## config.mk

```make
export PLATFORM = sky130hd
export DESIGN_NAME = rbx_unit
export DESIGN_NICKNAME = d
export VERILOG_FILES = /design/src/rtl/rbx_pkg.sv /design/src/rtl/rbx_decode.sv /design/src/rtl/rbx_operand.sv /design/src/rtl/rbx_result.sv /design/src/rtl/rbx_unit.sv
export SDC_FILE = /design/constraint.sdc
export NUM_CORES = 1
export LEC_CHECK = 0
export BUFFER_PORTS_ARGS = -buffer_cell sky130_fd_sc_hd__buf_2
export CORE_ASPECT_RATIO = 0.5
export CORE_MARGIN = 4
export CORE_UTILIZATION = 49
export DETAILED_ROUTE_END_ITERATION = 16
export GPL_ROUTABILITY_DRIVEN = 0
export GPL_TIMING_DRIVEN = 0
export HOLD_SLACK_MARGIN = 0.1
export PLACE_DENSITY = 0.81
export SYNTH_ARGS = -nofsm -noshare
export SYNTH_HDL_FRONTEND = slang
export SYNTH_SLANG_ARGS = --single-unit
export TNS_END_PERCENT = 5
```

## constraint.sdc

```tcl
create_clock -name clk -period 2.5 [get_ports clk]
set_clock_uncertainty 0.05 [all_clocks]
set_input_delay 0.25 -clock clk [delete_from_list [all_inputs] [get_ports clk]]
set_output_delay 0.25 -clock clk [all_outputs]
set_load 0.02 [all_outputs]
```

## src/rtl/rbx_pkg.sv

```systemverilog
package rbx_pkg;

  // Opcode of bits [15:8]; bit 7 chooses plain (0) or linked (1) form.
  localparam logic [7:0] RBX_OPC = 8'h47;

  typedef enum logic [1:0] {
    BR_NONE  = 2'd0,
    BR_PLAIN = 2'd1,
    BR_LINK  = 2'd2
  } br_kind_e;

  // Low two bits 2'b10: target not word aligned while 32-bit state selected.
  function automatic logic misaligned_wide(input logic [1:0] lo);
    return (lo == 2'b10);
  endfunction

endpackage

```

## src/rtl/rbx_decode.sv

```systemverilog
module rbx_decode
  import rbx_pkg::*;
#(
  parameter int INSN_W = 16,
  parameter int RIDX_W = 4
) (
  input  logic              in_valid,
  input  logic [INSN_W-1:0] insn,
  output br_kind_e          kind,
  output logic [RIDX_W-1:0] ridx
);
  localparam int OPC_LSB  = INSN_W - 8;
  localparam int LINK_BIT = OPC_LSB - 1;
  localparam int HI_BIT   = LINK_BIT - 1;
  localparam int RM_LSB   = HI_BIT - (RIDX_W - 1);

  logic opc_hit;

  assign opc_hit = (insn[INSN_W-1:OPC_LSB] == RBX_OPC);

  // High register bit on top, low field below; trailing bits are ignored.
  assign ridx = {insn[HI_BIT], insn[HI_BIT-1:RM_LSB]};

  always_comb begin
    if (!in_valid || !opc_hit) kind = BR_NONE;
    else if (insn[LINK_BIT])   kind = BR_LINK;
    else                       kind = BR_PLAIN;
  end

endmodule

```

## src/rtl/rbx_operand.sv

```systemverilog
module rbx_operand #(
  parameter int AW     = 32,
  parameter int RIDX_W = 4,
  parameter int PC_OFS = 4
) (
  input  logic [RIDX_W-1:0] ridx,
  input  logic [AW-1:0]     insn_addr,
  input  logic [AW-1:0]     rf_rdata,
  output logic [AW-1:0]     operand,
  output logic              pc_src
);
  localparam logic [RIDX_W-1:0] PC_IDX = {RIDX_W{1'b1}};
  localparam logic [AW-1:0]     OFS    = AW'(PC_OFS);

  assign pc_src  = (ridx == PC_IDX);
  assign operand = pc_src ? (insn_addr + OFS) : rf_rdata;

endmodule

```

## src/rtl/rbx_result.sv

```systemverilog
module rbx_result
  import rbx_pkg::*;
#(
  parameter int AW         = 32,
  parameter int INSN_BYTES = 2
) (
  input  br_kind_e      kind,
  input  logic          pc_src,
  input  logic [AW-1:0] operand,
  input  logic [AW-1:0] insn_addr,
  output logic [AW-1:0] tgt,
  output logic          narrow,
  output logic [AW-1:0] link_val,
  output logic          undef
);
  localparam logic [AW-1:0] STEP = AW'(INSN_BYTES);

  logic [AW-1:0] next_addr;

  assign next_addr = insn_addr + STEP;
  assign tgt       = {operand[AW-1:1], 1'b0};
  assign narrow    = operand[0];
  assign link_val  = {next_addr[AW-1:1], 1'b1};
  assign undef     = misaligned_wide(operand[1:0]) ||
                     ((kind == BR_LINK) && pc_src);

endmodule

```

## src/rtl/rbx_unit.sv

```systemverilog
module rbx_unit
  import rbx_pkg::*;
#(
  parameter int AW         = 32,
  parameter int INSN_W     = 16,
  parameter int RIDX_W     = 4,
  parameter int PC_OFS     = 4,
  parameter int INSN_BYTES = 2
) (
  input  logic              clk,
  input  logic              rst,
  input  logic              in_valid,
  input  logic [INSN_W-1:0] insn,
  input  logic [AW-1:0]     insn_addr,
  output logic [RIDX_W-1:0] rf_raddr,
  input  logic [AW-1:0]     rf_rdata,
  output logic              out_valid,
  output logic [AW-1:0]     tgt_pc,
  output logic              narrow_mode,
  output logic              link_we,
  output logic [AW-1:0]     link_data,
  output logic              unpred
);
  br_kind_e      kind;
  logic [AW-1:0] operand;
  logic          pc_src;
  logic [AW-1:0] tgt_c;
  logic          narrow_c;
  logic [AW-1:0] link_c;
  logic          undef_c;

  rbx_decode #(.INSN_W(INSN_W), .RIDX_W(RIDX_W)) u_dec (
    .in_valid (in_valid),
    .insn     (insn),
    .kind     (kind),
    .ridx     (rf_raddr)
  );

  rbx_operand #(.AW(AW), .RIDX_W(RIDX_W), .PC_OFS(PC_OFS)) u_opnd (
    .ridx      (rf_raddr),
    .insn_addr (insn_addr),
    .rf_rdata  (rf_rdata),
    .operand   (operand),
    .pc_src    (pc_src)
  );

  rbx_result #(.AW(AW), .INSN_BYTES(INSN_BYTES)) u_res (
    .kind      (kind),
    .pc_src    (pc_src),
    .operand   (operand),
    .insn_addr (insn_addr),
    .tgt       (tgt_c),
    .narrow    (narrow_c),
    .link_val  (link_c),
    .undef     (undef_c)
  );

  // Single register stage; PC update and link write leave together.
  always_ff @(posedge clk) begin
    if (rst) begin
      out_valid   <= 1'b0;
      tgt_pc      <= '0;
      narrow_mode <= 1'b0;
      link_we     <= 1'b0;
      link_data   <= '0;
      unpred      <= 1'b0;
    end else begin
      out_valid <= (kind != BR_NONE);
      link_we   <= (kind == BR_LINK);
      if (kind != BR_NONE) begin
        tgt_pc      <= tgt_c;
        narrow_mode <= narrow_c;
        link_data   <= link_c;
        unpred      <= undef_c;
      end
    end
  end

endmodule

```

# Yosys cells after proc, flatten, opt, wreduce, memory -nomap -nowiden
# Cells that the tools add are included.
[totals] mem_bits_ro=0 register_bits=67 latch_bits=0 n_memories=0 elab_cells=21 inputBits=83 ram_bits=0
[op_classes] mul=0 addsub=2 n_div=0 reduce_logical=6 order_cmp=0 n_eq_ne=4 muxes=3 bitwise=0 shifts=0
[ops] op="adder 32 x 2 -> 32 bit, second input constant" count=1
[ops] op="adder 32 x 3 -> 32 bit, second input constant" count=1
[ops] op="two-way mux 32 bit" count=1
[ops] op="equality test 8 x 7 -> 1 bit, second input constant" count=1
[ops] op="equality test 2 bit, second input constant" count=2
[ops] op="equality test 4 bit, second input constant" count=1
[ops] op="two-way mux 2 bit" count=2
[ops] op="zero test 1 bit" count=2
[ops] op="logical OR 1 bit" count=2
[ops] op="nonzero test 2 bit" count=1
[ops] op="logical AND 1 bit" count=1

# Logic depth before layout (Yosys ltp)
# Gate-level depths: netlist of run 1.
[logic_depth] word_depth=7 ltp_mapped=7 mapped_depth_nobuf=6

# Cells and area by module
# From an unflattened synthesis of run 1, not the netlist that was laid out.
[hier_totals] cells_unflattened=607 hier_area_um2=4748.3
[modules_own_cells] mod="rbx_unit" n_inst=1 cells_each=305 area_each_um2=2777.7
[modules_own_cells] mod="rbx_operand" n_inst=1 cells_each=163 area_each_um2=957.2
[modules_own_cells] mod="rbx_result" n_inst=1 cells_each=130 area_each_um2=942.2
[modules_own_cells] mod="rbx_decode" n_inst=1 cells_each=9 area_each_um2=71.3

# Worst setup path after synthesis of run 1
# Ideal clock, no wire load.
[synth_timing] path_kind="input port to flip-flop" start="input port insn[13]" end="register tgt_pc[31]" t_arrival_ps=1866 stages=6 setup_slack_ps=453 setup_time_ps=131 path_cell_list="or4b_4 > or4_4 > buf_6 > or3_1 > o21ai_0 > a211oi_1"
[synth_via] elab_chain_cells=5
[synth_rtl] item="start, declared" line_no="rbx_unit.sv:13" rtl="input logic [INSN_W-1:0] insn,"
[synth_rtl] item="equality test 8 x 7 -> 1 bit" line_no="rbx_decode.sv:19" rtl="assign opc_hit = (insn[INSN_W-1:OPC_LSB] == RBX_OPC);"
[synth_rtl] item="zero test 1 bit" line_no="rbx_decode.sv:25" rtl="if (!in_valid || !opc_hit) kind = BR_NONE;"
[synth_rtl] item="logical OR 1 bit" line_no="rbx_decode.sv:25"
[synth_rtl] item="two-way mux 2 bit" line_no="rbx_decode.sv:25"
[synth_rtl] item="nonzero test 2 bit" line_no="rbx_unit.sv:70" rtl="if (kind != BR_NONE) begin"
[synth_rtl] item="end signal, assigned" line_no="rbx_unit.sv:71" rtl="tgt_pc <= tgt_c;"
[synth_rtl] item="end, declared" line_no="rbx_unit.sv:18" rtl="output logic [AW-1:0] tgt_pc,"
# Every way passes these cells.
# A chain may end at the register's enable or synchronous reset.

# Worst setup path after layout of run 1
[layout_timing] start="input port insn_addr[3]" end="register tgt_pc[22]"
[layout_via] elab_chain_cells=2
[layout_rtl] item="start, declared" line_no="rbx_unit.sv:14" rtl="input logic [AW-1:0] insn_addr,"
[layout_rtl] item="adder 32 x 3 -> 32 bit" line_no="rbx_operand.sv:16" rtl="assign operand = pc_src ? (insn_addr + OFS) : rf_rdata;"
[layout_rtl] item="two-way mux 32 bit" line_no="rbx_operand.sv:16"
# Every way passes these cells.

==> flow_summary.ini, run 1 <==
[cells_and_area]
fin_nets = 717
fill_cells = 668
fin_util = 0.665
antenna_cells = 0
syn2layout_area_growth_pct = 28.9
drive_gt1_frac = 0.301

[setup_path]
crit_slowest_cell = or4_1
crit_arrival_ns = 2.35
startpoint = insn_addr[3]
end_kind = flop
crit_chain = buf_2, ha_1, nand4_1, or3_1, clkbuf_1, or4_1, xor2_1, o21ai_1
critPathKind = in2reg
required_ns = 2.66
r2r-start = tgt_pc[31]$_SDFFE_PP0P_
startpoint_type = input port
cp_max_fo = 7
max_stage_delay_ns = 0.53

[synth]
synth_edf_count = 0
syn_avg_cell_area_um2 = 8.02
syn-cell-area_um2 = 3870
yosys.cell_types.count = 48
synth_ff_type = dfxtp_1
ys_ff_latch = 67
yosysSeqAreaShare = 0.346
synthArstFlopShare = 0
synthCells = 483
yosys_warnings = 0
synth_nets = 568

[sta]
rsz0062_at_grt = false
setup_violations = 0
hold_violations = 0
finalWorstPathRequiredPeriod_ns = 2.20
holdWs_ns = 0.117
layout_setup_ws_ns = 0.305
max_clock_freq_ghz = 0.456
fin_crit_sh = 0.878
worst_pin_slew_ns = 0.709
max_slew_margin = 0.524
slew_viol_final = 0

[hold_path]
hold_path_class = in2reg
min_from = insn[7]

[cts]
cts_resized = 0
cts_made_buffers = 9
postCtsHoldBufs = 0
clockBufferDepth = 2
cts_sinks = 67
clk_latency_ns = 0.34
cts_tree = built
clkSlewWorstSetupHoldPaths_ns = 0.06
cts_htree_levels = 3
postCtsSetupRepairBufs = 0
cts-root-buf = clkbuf_16

[power]
power_mw = 2.61
power_density_nw_per_um2 = 522
leakage_nw = 2.00
vdd_drop_max_v = 0.000360

[floorplanning]
dieArea_um2 = 9480
pin_count = 155
start_util = 0.516
die_h_um = 70.9
num_rows = 22
die_w_um = 134
core_area_um2 = 7510

[placed_design]
portBuffers = 138
pre_cts_ws_ns = -0.0303
dp.final_hpwl_um = 10100

[run]
drv_cap = 0

[routing]
vias = 4261
totalWireLength_um = 13300
drt_iter0_drc = 427
first_pass_iters = 5
ant_nets = 0
drc = 0
vias_per_cell = 5.72
wire_per_inst_um = 17.8

[grt]
grt_first_pass_wirelength_um = 20000
grt_pass1_vias = 3840
grt_usage = 0.269
antenna_found_initial = 0
overflow = 0
grt_start_max_net_pins = 13

[outcome]
status = finished, final reports clean
[layer usage]
metal  part of all wire  GRT usage
met3               0.12     0.0732
met4              0.019     0.0810
met1               0.43      0.380
met5                  0          0
met2               0.42      0.403
[cell usage after synthesis, types with 6 or more instances]
cell	instances	share of area
nor3_1	17	0.022
buf_2	11	0.014
nor2_1	66	0.064
or3_1	6	0.0097
a311oi_1	6	0.014
and4_1	6	0.014
dfxtp_1	67	0.35
a21o_1	7	0.014
a21oi_1	17	0.022
nand3_1	24	0.031
nand2_1	47	0.046
a211oi_1	32	0.062
xnor2_1	24	0.054
o21ai_0	15	0.019
nand4_1	14	0.023
xor2_1	28	0.063
clkbuf_1	24	0.023
[critical path: cells and delay by family]
kind            cells  cell delay, ns
buf+inv             2            0.36
simple gates        3            1.09
compound gates      1            0.09
fa+ha+maj           1            0.30
xor+xnor            1            0.27
[flip-flops by register name (all words and copies together), names as in the netlist]
name	flops
link_data	32
link_we	1
narrow_mode	1
out_valid	1
tgt_pc	31
unpred	1
[layout make-up]
cell class | count | area [um^2] | share of cell area
Sequential cell | 67 | 1340 | 0.269
Buffer | 49 | 240 | 0.0481
Clock inverter | 7 | 68.8 | 0.0138
Timing Repair Buffer | 138 | 691 | 0.138
Tap cell | 108 | 135 | 0.0271
Clock buffer | 9 | 225 | 0.0451
Multi-Input combinational cell | 364 | 2280 | 0.457
Inverter | 3 | 11.3 | 0.00225
[power by group]
group	internal, mW	switching, mW
Combinational	0.101	0.178
Clock	0.767	0.490
Sequential	1.07	0.000960
[metrics by stage]
| step | instance area, um^2 | instances | TNS [ns] |
|---|---|---|---|
| floorplan | 3870 | 483 | 0 |
| global placement | 4700 | 729 | 0 |
| detailed placement | 4700 | 729 | -0.0593 |
| CTS | 4990 | 745 | 0 |
| global route | 4990 | 745 | 0 |
| finish | 4990 | 745 | 0 |
[cell usage in the layout, fill, tap and decap left out, types with 7 or more instances in the layout]
cell type	count
buf_2	149
dfxtp_1	67
nor2_1	66
nand2_1	47
a211oi_1	32
xor2_1	28
xnor2_1	24
clkbuf_1	24
nand3_1	24
a21oi_1	17
nor3_1	17
o21ai_0	15
nand4_1	14
clkbuf_16	9
a21o_1	7
[cells by family (layout without fill, tap and decap cells)]
family | count (synthesis) | after routing | synth area share
xor+xnor | 52 | 52 | 0.118
flops | 67 | 67 | 0.346
mux | 1 | 1 | 0.00258
compound gates | 95 | 95 | 0.175
simple gates | 213 | 213 | 0.287
buf+inv | 52 | 206 | 0.0649
fa+ha+maj | 2 | 2 | 0.00646
other cells | 1 | 1 | 0.000968
[path summary, 6_finish.rpt]
check	slack (ns)	to	cells past startpoint
worst min-delay path	0.12	link_we$_SDFF_PP0_	2
worst max-delay path	0.30	tgt_pc[22]$_SDFFE_PP0P_	8
worst max register to register	1.64	tgt_pc[31]$_SDFFE_PP0P_	2
worst min register to register	0.40	tgt_pc[4]$_SDFFE_PP0P_	2
Power figures use the tool's default switching activity.
==> inputs of run 2 (changes only) <==
Settings changed: RECOVER_POWER from default to 50, REMOVE_ABC_BUFFERS from default to 1.
==> run 2 against run 1 <==
Against the previous run: sequential share of layout area up 0.98 points; cell count down 4.3%; combinational power shrank 10%; first-iteration DRC count shrank 16%; via count decreased by 6.8%; clock-buffer cell count up 5; power increased by 1.3%; critical path depth is 1 lower; clock power rose by 5%; global-route usage fell by 4.3 points; critical endpoint is now tgt_pc[23]$_SDFFE_PP0P_.
==> flow_summary.ini, run 2 (synthesized netlist as in run 1, its figures left out) <==
[cts]
clk_latency_ns = 0.33
cts_sinks = 67
clkSlewWorstSetupHoldPaths_ns = 0.05
clockBufferDepth = 2
cts_htree_levels = 3
cts_made_buffers = 9
postCtsSetupRepairBufs = 0
cts_tree = built
cts-root-buf = clkbuf_16

[setup_path]
r2r_setup_slack_ns = 1.71
critPathKind = in2reg
cp_max_fo = 23
required_ns = 2.69
r2r-start = unpred$_SDFFE_PP0P_
crit_arrival_ns = 2.51
startpoint_type = input port
reg2regPathDepth = 2
worstReg2RegEnd = unpred$_SDFFE_PP0P_
end_kind = flop

[routing]
drt_iter0_drc = 359
vias_per_cell = 5.57
totalWireLength_um = 11000
first_pass_iters = 5
ant_nets = 0
vias = 3970
wire_per_inst_um = 15.4
drc = 0

[sta]
rsz0062_at_grt = false
worst_pin_slew_ns = 1.36
hold_violations = 0
finalWorstPathRequiredPeriod_ns = 2.32
max_slew_margin = 0.0918
setup_violations = 0
slew_viol_final = 0
fin_crit_sh = 0.930
max_clock_freq_ghz = 0.430
holdWs_ns = 0.143

[floorplanning]
die_w_um = 134
start_util = 0.516
dieArea_um2 = 9480
die_h_um = 70.9
pin_count = 155
core_area_um2 = 7510
num_rows = 22

[cells_and_area]
regMostFlops = link_data
largest_reg_flops = 32
mostFrequentLayoutCells = buf_2, clkbuf_1, dfxtp_1
syn2layout_area_growth_pct = 24.3
antenna_cells = 0
layout_commonest_cell = buf_2
drive_gt1_frac = 0.195
fin_nets = 686
finalNonFillerCells = 713
top_regs = link_data: 32 flops, tgt_pc: 31 flops

[grt]
grt_usage = 0.226
antenna_found_initial = 0
grt_start_max_net_pins = 70
overflow = 0
grt_first_pass_wirelength_um = 17500
grt_pass1_vias = 3613

[placed_design]
dp.final_hpwl_um = 7740
portBuffers = 150
placed_cells = 696

[outcome]
status = finished, final reports clean

[hold_path]
holdPathEnd = tgt_pc[3]$_SDFFE_PP0P_
hold_path_class = in2reg
min_from = rf_rdata[3]
whs_path_depth = 3

[power]
leakage_nw = 1.66
power_density_nw_per_um2 = 548
power_mw = 2.64
vdd_drop_max_v = 0.000303

[run]
drv_cap = 0
[run 2: cell types whose count changed in the layout (fill, tap and decap cells not counted), moves of 2 or more]
cell / delta
clkinvlp_4: -2
clkbuf_1: +46
buf_2: -68
clkbuf_8: +4
clkinv_2: -3
buf_1: -5
buf_4: -5
[run 2: worst max-delay path: stages]
cell and delay (ns):
buf_2 0.09, or4b_4 0.54, nor4_4 0.46, buf_6 0.27, buf_6 0.22, nand3_1 0.36
o22ai_1 0.30
[run 2: metal layers]
metal / vias to the layer above / wire length (um) / GRT usage
li1: 1955 / - / -
met2: 159 / 4910 / 0.356
met5: - / 0 / 0
met3: 20 / 878 / 0.0575
met1: 1836 / 4960 / 0.303
met4: 0 / 209 / 0.0832
[run 2: final cells by class]
| cell class | instances | area (um^2) |
|---|---|---|
| fillers | 705 | 2700 |
| multi-input cells | 364 | 2280 |
| inverters | 3 | 11.3 |
| well taps | 108 | 135 |
| flip-flops and latches | 67 | 1340 |
| clock inverters | 1 | 30.0 |
| repair buffers | 156 | 734 |
| clock buffers | 14 | 284 |
[run 2: how the worst max path moves through the flow]
stage,startpoint,to,slack (ns),cells past startpoint
after floorplan,insn[13],tgt_pc[23]$_SDFFE_PP0P_,-1.45,4
after global placement,insn[13],tgt_pc[23]$_SDFFE_PP0P_,-3.01,5
after detailed placement,insn[13],tgt_pc[23]$_SDFFE_PP0P_,-0.16,7
after CTS,insn[13],tgt_pc[23]$_SDFFE_PP0P_,0.20,7
after global routing,insn[13],tgt_pc[20]$_SDFFE_PP0P_,0.02,7
final,insn[13],tgt_pc[23]$_SDFFE_PP0P_,0.18,7
[run 2: power by group]
| part | leakage (nW) | total (mW) | switching, mW | internal (mW) |
|---|---|---|---|---|
| Sequential | 0.539 | 1.07 | 0.000982 | 1.07 |
| Clock | 0.155 | 1.32 | 0.443 | 0.875 |
| Combinational | 0.970 | 0.251 | 0.156 | 0.0952 |
| Total | 1.66 | 2.64 | 0.600 | 2.04 |
[run 2: through the flow]
stage	setup TNS, ns	setup slack, ns	cell area (um^2)	util
2_1_floorplan	-49.18	-1.45	3630	-
3_3_place_gp	-109.33	-3.01	4520	0.602
3_5_place_dp	-1.36	-0.157	4570	0.608
4_1_cts	0	0.196	4890	0.651
5_1_grt	0	0.0209	4820	0.641
6_report	0	0.176	4820	0.641
[run 2: what timing repair did]
| action | 4_1_cts | 5_1_grt |
|---|---|---|
| endpoints found under the hold margin | 1 | 0 |
| gates resized for setup | 0 | 0 |
| hold buffers | 1 | 0 |
==> inputs of run 3 (changes only) <==
Settings changed: CORE_UTILIZATION 49 to 52, PLACE_DENSITY 0.81 to 0.82, SYNTH_HIERARCHICAL from default to 1.
==> run 3 against run 2 <==
Against the previous run: via count is 17% higher; clock-buffer cell count is 4 lower; maximum frequency is 7.8% higher; worst setup slack better by 0.17 ns; sequential share of layout area is 3.4 points lower; combinational power is 11% higher.
==> flow_summary.ini, run 3 <==
[sta]
hold_violations = 0
rsz0062_at_grt = false
setup_tns_ns = 0
layout_setup_ws_ns = 0.344
max_slew_margin = 0.115
max_clock_freq_ghz = 0.464
fin_crit_sh = 0.862
worst_pin_slew_ns = 1.33
slew_viol_final = 0
finalWorstPathRequiredPeriod_ns = 2.16
setup_violations = 0

[cells_and_area]
multi_input_area_um2 = 2880
top_regs = link_data: 32 flops, tgt_pc: 32 flops
ff_latch_area_um2 = 1360
antenna_cells = 0
layout_commonest_cell = buf_2
drive_gt1_frac = 0.197
syn2layout_area_growth_pct = 17.5
fill_cells = 820
mostFrequentLayoutCells = buf_2, clkbuf_1, dfxtp_1
finalNonFillerCells = 832
fin_nets = 795

[routing]
first_pass_iters = 5
vias_per_cell = 5.59
ant_nets = 0
totalWireLength_um = 12900
vias = 4648
wire_per_inst_um = 15.5
drt_iter0_drc = 345
drc = 0

[placed_design]
pre_cts_ws_ns = -0.145
placed_cells = 816
dp.final_hpwl_um = 9300
portBuffers = 151

[setup_path]
critPathKind = in2reg
end_kind = flop
crit_arrival_ns = 2.26
cp_max_fo = 10
required_ns = 2.61
startpoint_type = input port
crit_slowest_cell = or4_1
crit_chain = buf_2, nand3_1, or4_1, nor4_4, xnor2_1, o21ai_1, o21ai_0, a21oi_1
max_stage_delay_ns = 0.82

[power]
leakage_nw = 2.08
pwr-share-seq = 0.408
switchingPower_mw = 0.670
switching_share = 0.252
vdd_drop_max_v = 0.000311
intPower_mw = 1.99
p_clk_frac = 0.488
power_density_nw_per_um2 = 477
p_comb_frac = 0.105

[synth]
synth_ff_type = dfxtp_1
synthCells = 607
synth_edf_count = 0
synth.largest_area_cell = dfxtp_1
synthTopCellsByArea = dfxtp_1, or3b_1, a21oi_1
yosysMostFrequentCell = dfxtp_1
synth_commonest_cells = dfxtp_1, a21oi_1, o21ai_0
yosys_warnings = 6
yosys.cell_types.count = 37
synth.top_cell.area_share = 0.287
synthArstFlopShare = 0
ys_ff_latch = 68
yosysSeqAreaShare = 0.287
syn_avg_cell_area_um2 = 7.82
syn-cell-area_um2 = 4750

[cts]
cts_sinks = 68
postCtsHoldBufs = 0
cts_htree_levels = 3
cts_tree = built
cts-root-buf = clkbuf_16
clk_latency_ns = 0.34
clkSlewWorstSetupHoldPaths_ns = 0.06
clockBufferDepth = 2
cts_made_buffers = 9

[hold_path]
hold_path_class = in2reg

[outcome]
status = finished, final reports clean

[floorplanning]
num_rows = 24
die_h_um = 75.6
start_util = 0.540
core_area_um2 = 8800
dieArea_um2 = 10800
die_w_um = 143
pin_count = 155

[grt]
grt_first_pass_wirelength_um = 20700
gr-usage-met1 = 0.312
antenna_found_initial = 0
overflow = 0
globalRouteMet3Util = 0.0583
grt_pass1_vias = 4274
grt_busiest_layer = met2
grt_start_max_net_pins = 69
met2_usage = 0.404
grt_usage = 0.240

[run]
drv_cap = 0
-- run 3: cell types whose count changed after synthesis, moves of 7 or more --
cell,change
or3b_1,+62
a21oi_1,+49
nand2_1,+7
o21ai_0,+51
nor3_1,-7
xnor2_1,+10
o21ai_1,+28
nor2_1,-50
a21o_1,-7
buf_4,+34
a211oi_1,-32
-- run 3: stage by stage --
| step | total power, mW | utilization | instance area [um^2] | hold slack [ns] |
|---|---|---|---|---|
| final | 2.66 | 0.634 | 5580 | 0.203 |
| after global routing | 2.76 | 0.634 | 5580 | 0.245 |
| after CTS | 2.68 | 0.643 | 5660 | 0.202 |
| after detailed placement | 1.38 | 0.609 | 5360 | 0.487 |
| after global placement | 1.37 | 0.586 | 5160 | 0.483 |
| after floorplan | 1.22 | - | 4260 | 0.269 |
-- run 3: worst max-delay path, delay by kind of cell --
family	cells	cell delay, ns
AOI/OAI and AO/OA	3	0.26
xor gates and xnor gates	1	0.18
buffers and inverters	1	0.17
and+or+nand+nor	3	1.40
-- run 3: cells by family after synthesis --
family,after synthesis,synth area share
simple gates,225,0.319
compound gates,162,0.171
buf+inv,91,0.111
flops,68,0.287
xor+xnor,57,0.105
fa+ha+maj,2,0.00527
other cells,2,0.00158
-- run 3: what timing repair did --
item,in CTS,in global routing
resized for setup,0,1
endpoints found under the setup margin,0,1
buffers inserted,0,0
-- run 3: worst paths after layout --
path,from,endpoint,slack [ns],cells past startpoint
max,insn_addr[7],tgt_pc[30]$_SDFFE_PP0P_,0.34,8
min,insn_addr[31],link_data[31]$_SDFFE_PP0P_,0.20,4
max reg2reg,narrow_mode$_SDFFE_PP0P_,narrow_mode$_SDFFE_PP0P_,1.43,2
min reg2reg,tgt_pc[17]$_SDFFE_PP0P_,tgt_pc[17]$_SDFFE_PP0P_,0.50,2
-- run 3: power by group through the flow --
| stage | Combinational (mW) | Clock, mW | Sequential, mW |
|---|---|---|---|
| after floorplan | 0.108 | 0 | 1.11 |
| after global placement | 0.265 | 0 | 1.11 |
| after detailed placement | 0.272 | 0 | 1.11 |
| after CTS | 0.275 | 1.32 | 1.09 |
| after global routing | 0.308 | 1.37 | 1.09 |
| final | 0.278 | 1.30 | 1.09 |
-- run 3: area by class of cell --
class                           instances  share of cell area
Clock buffer                           10              0.0428
Clock inverter                          6              0.0114
Inverter                                9             0.00605
Multi-Input combinational cell        448               0.516
Sequential cell                        68               0.244
Tap cell                              117              0.0262
Timing Repair Buffer                  174               0.153
-- run 3: metal layers --
| metal | vias up | share of wire |
|---|---|---|
| met1 | 2144 | 0.44 |
| met5 | - | 0 |
| li1 | 2327 | - |
| met2 | 159 | 0.47 |
| met3 | 18 | 0.070 |
| met4 | 0 | 0.016 |
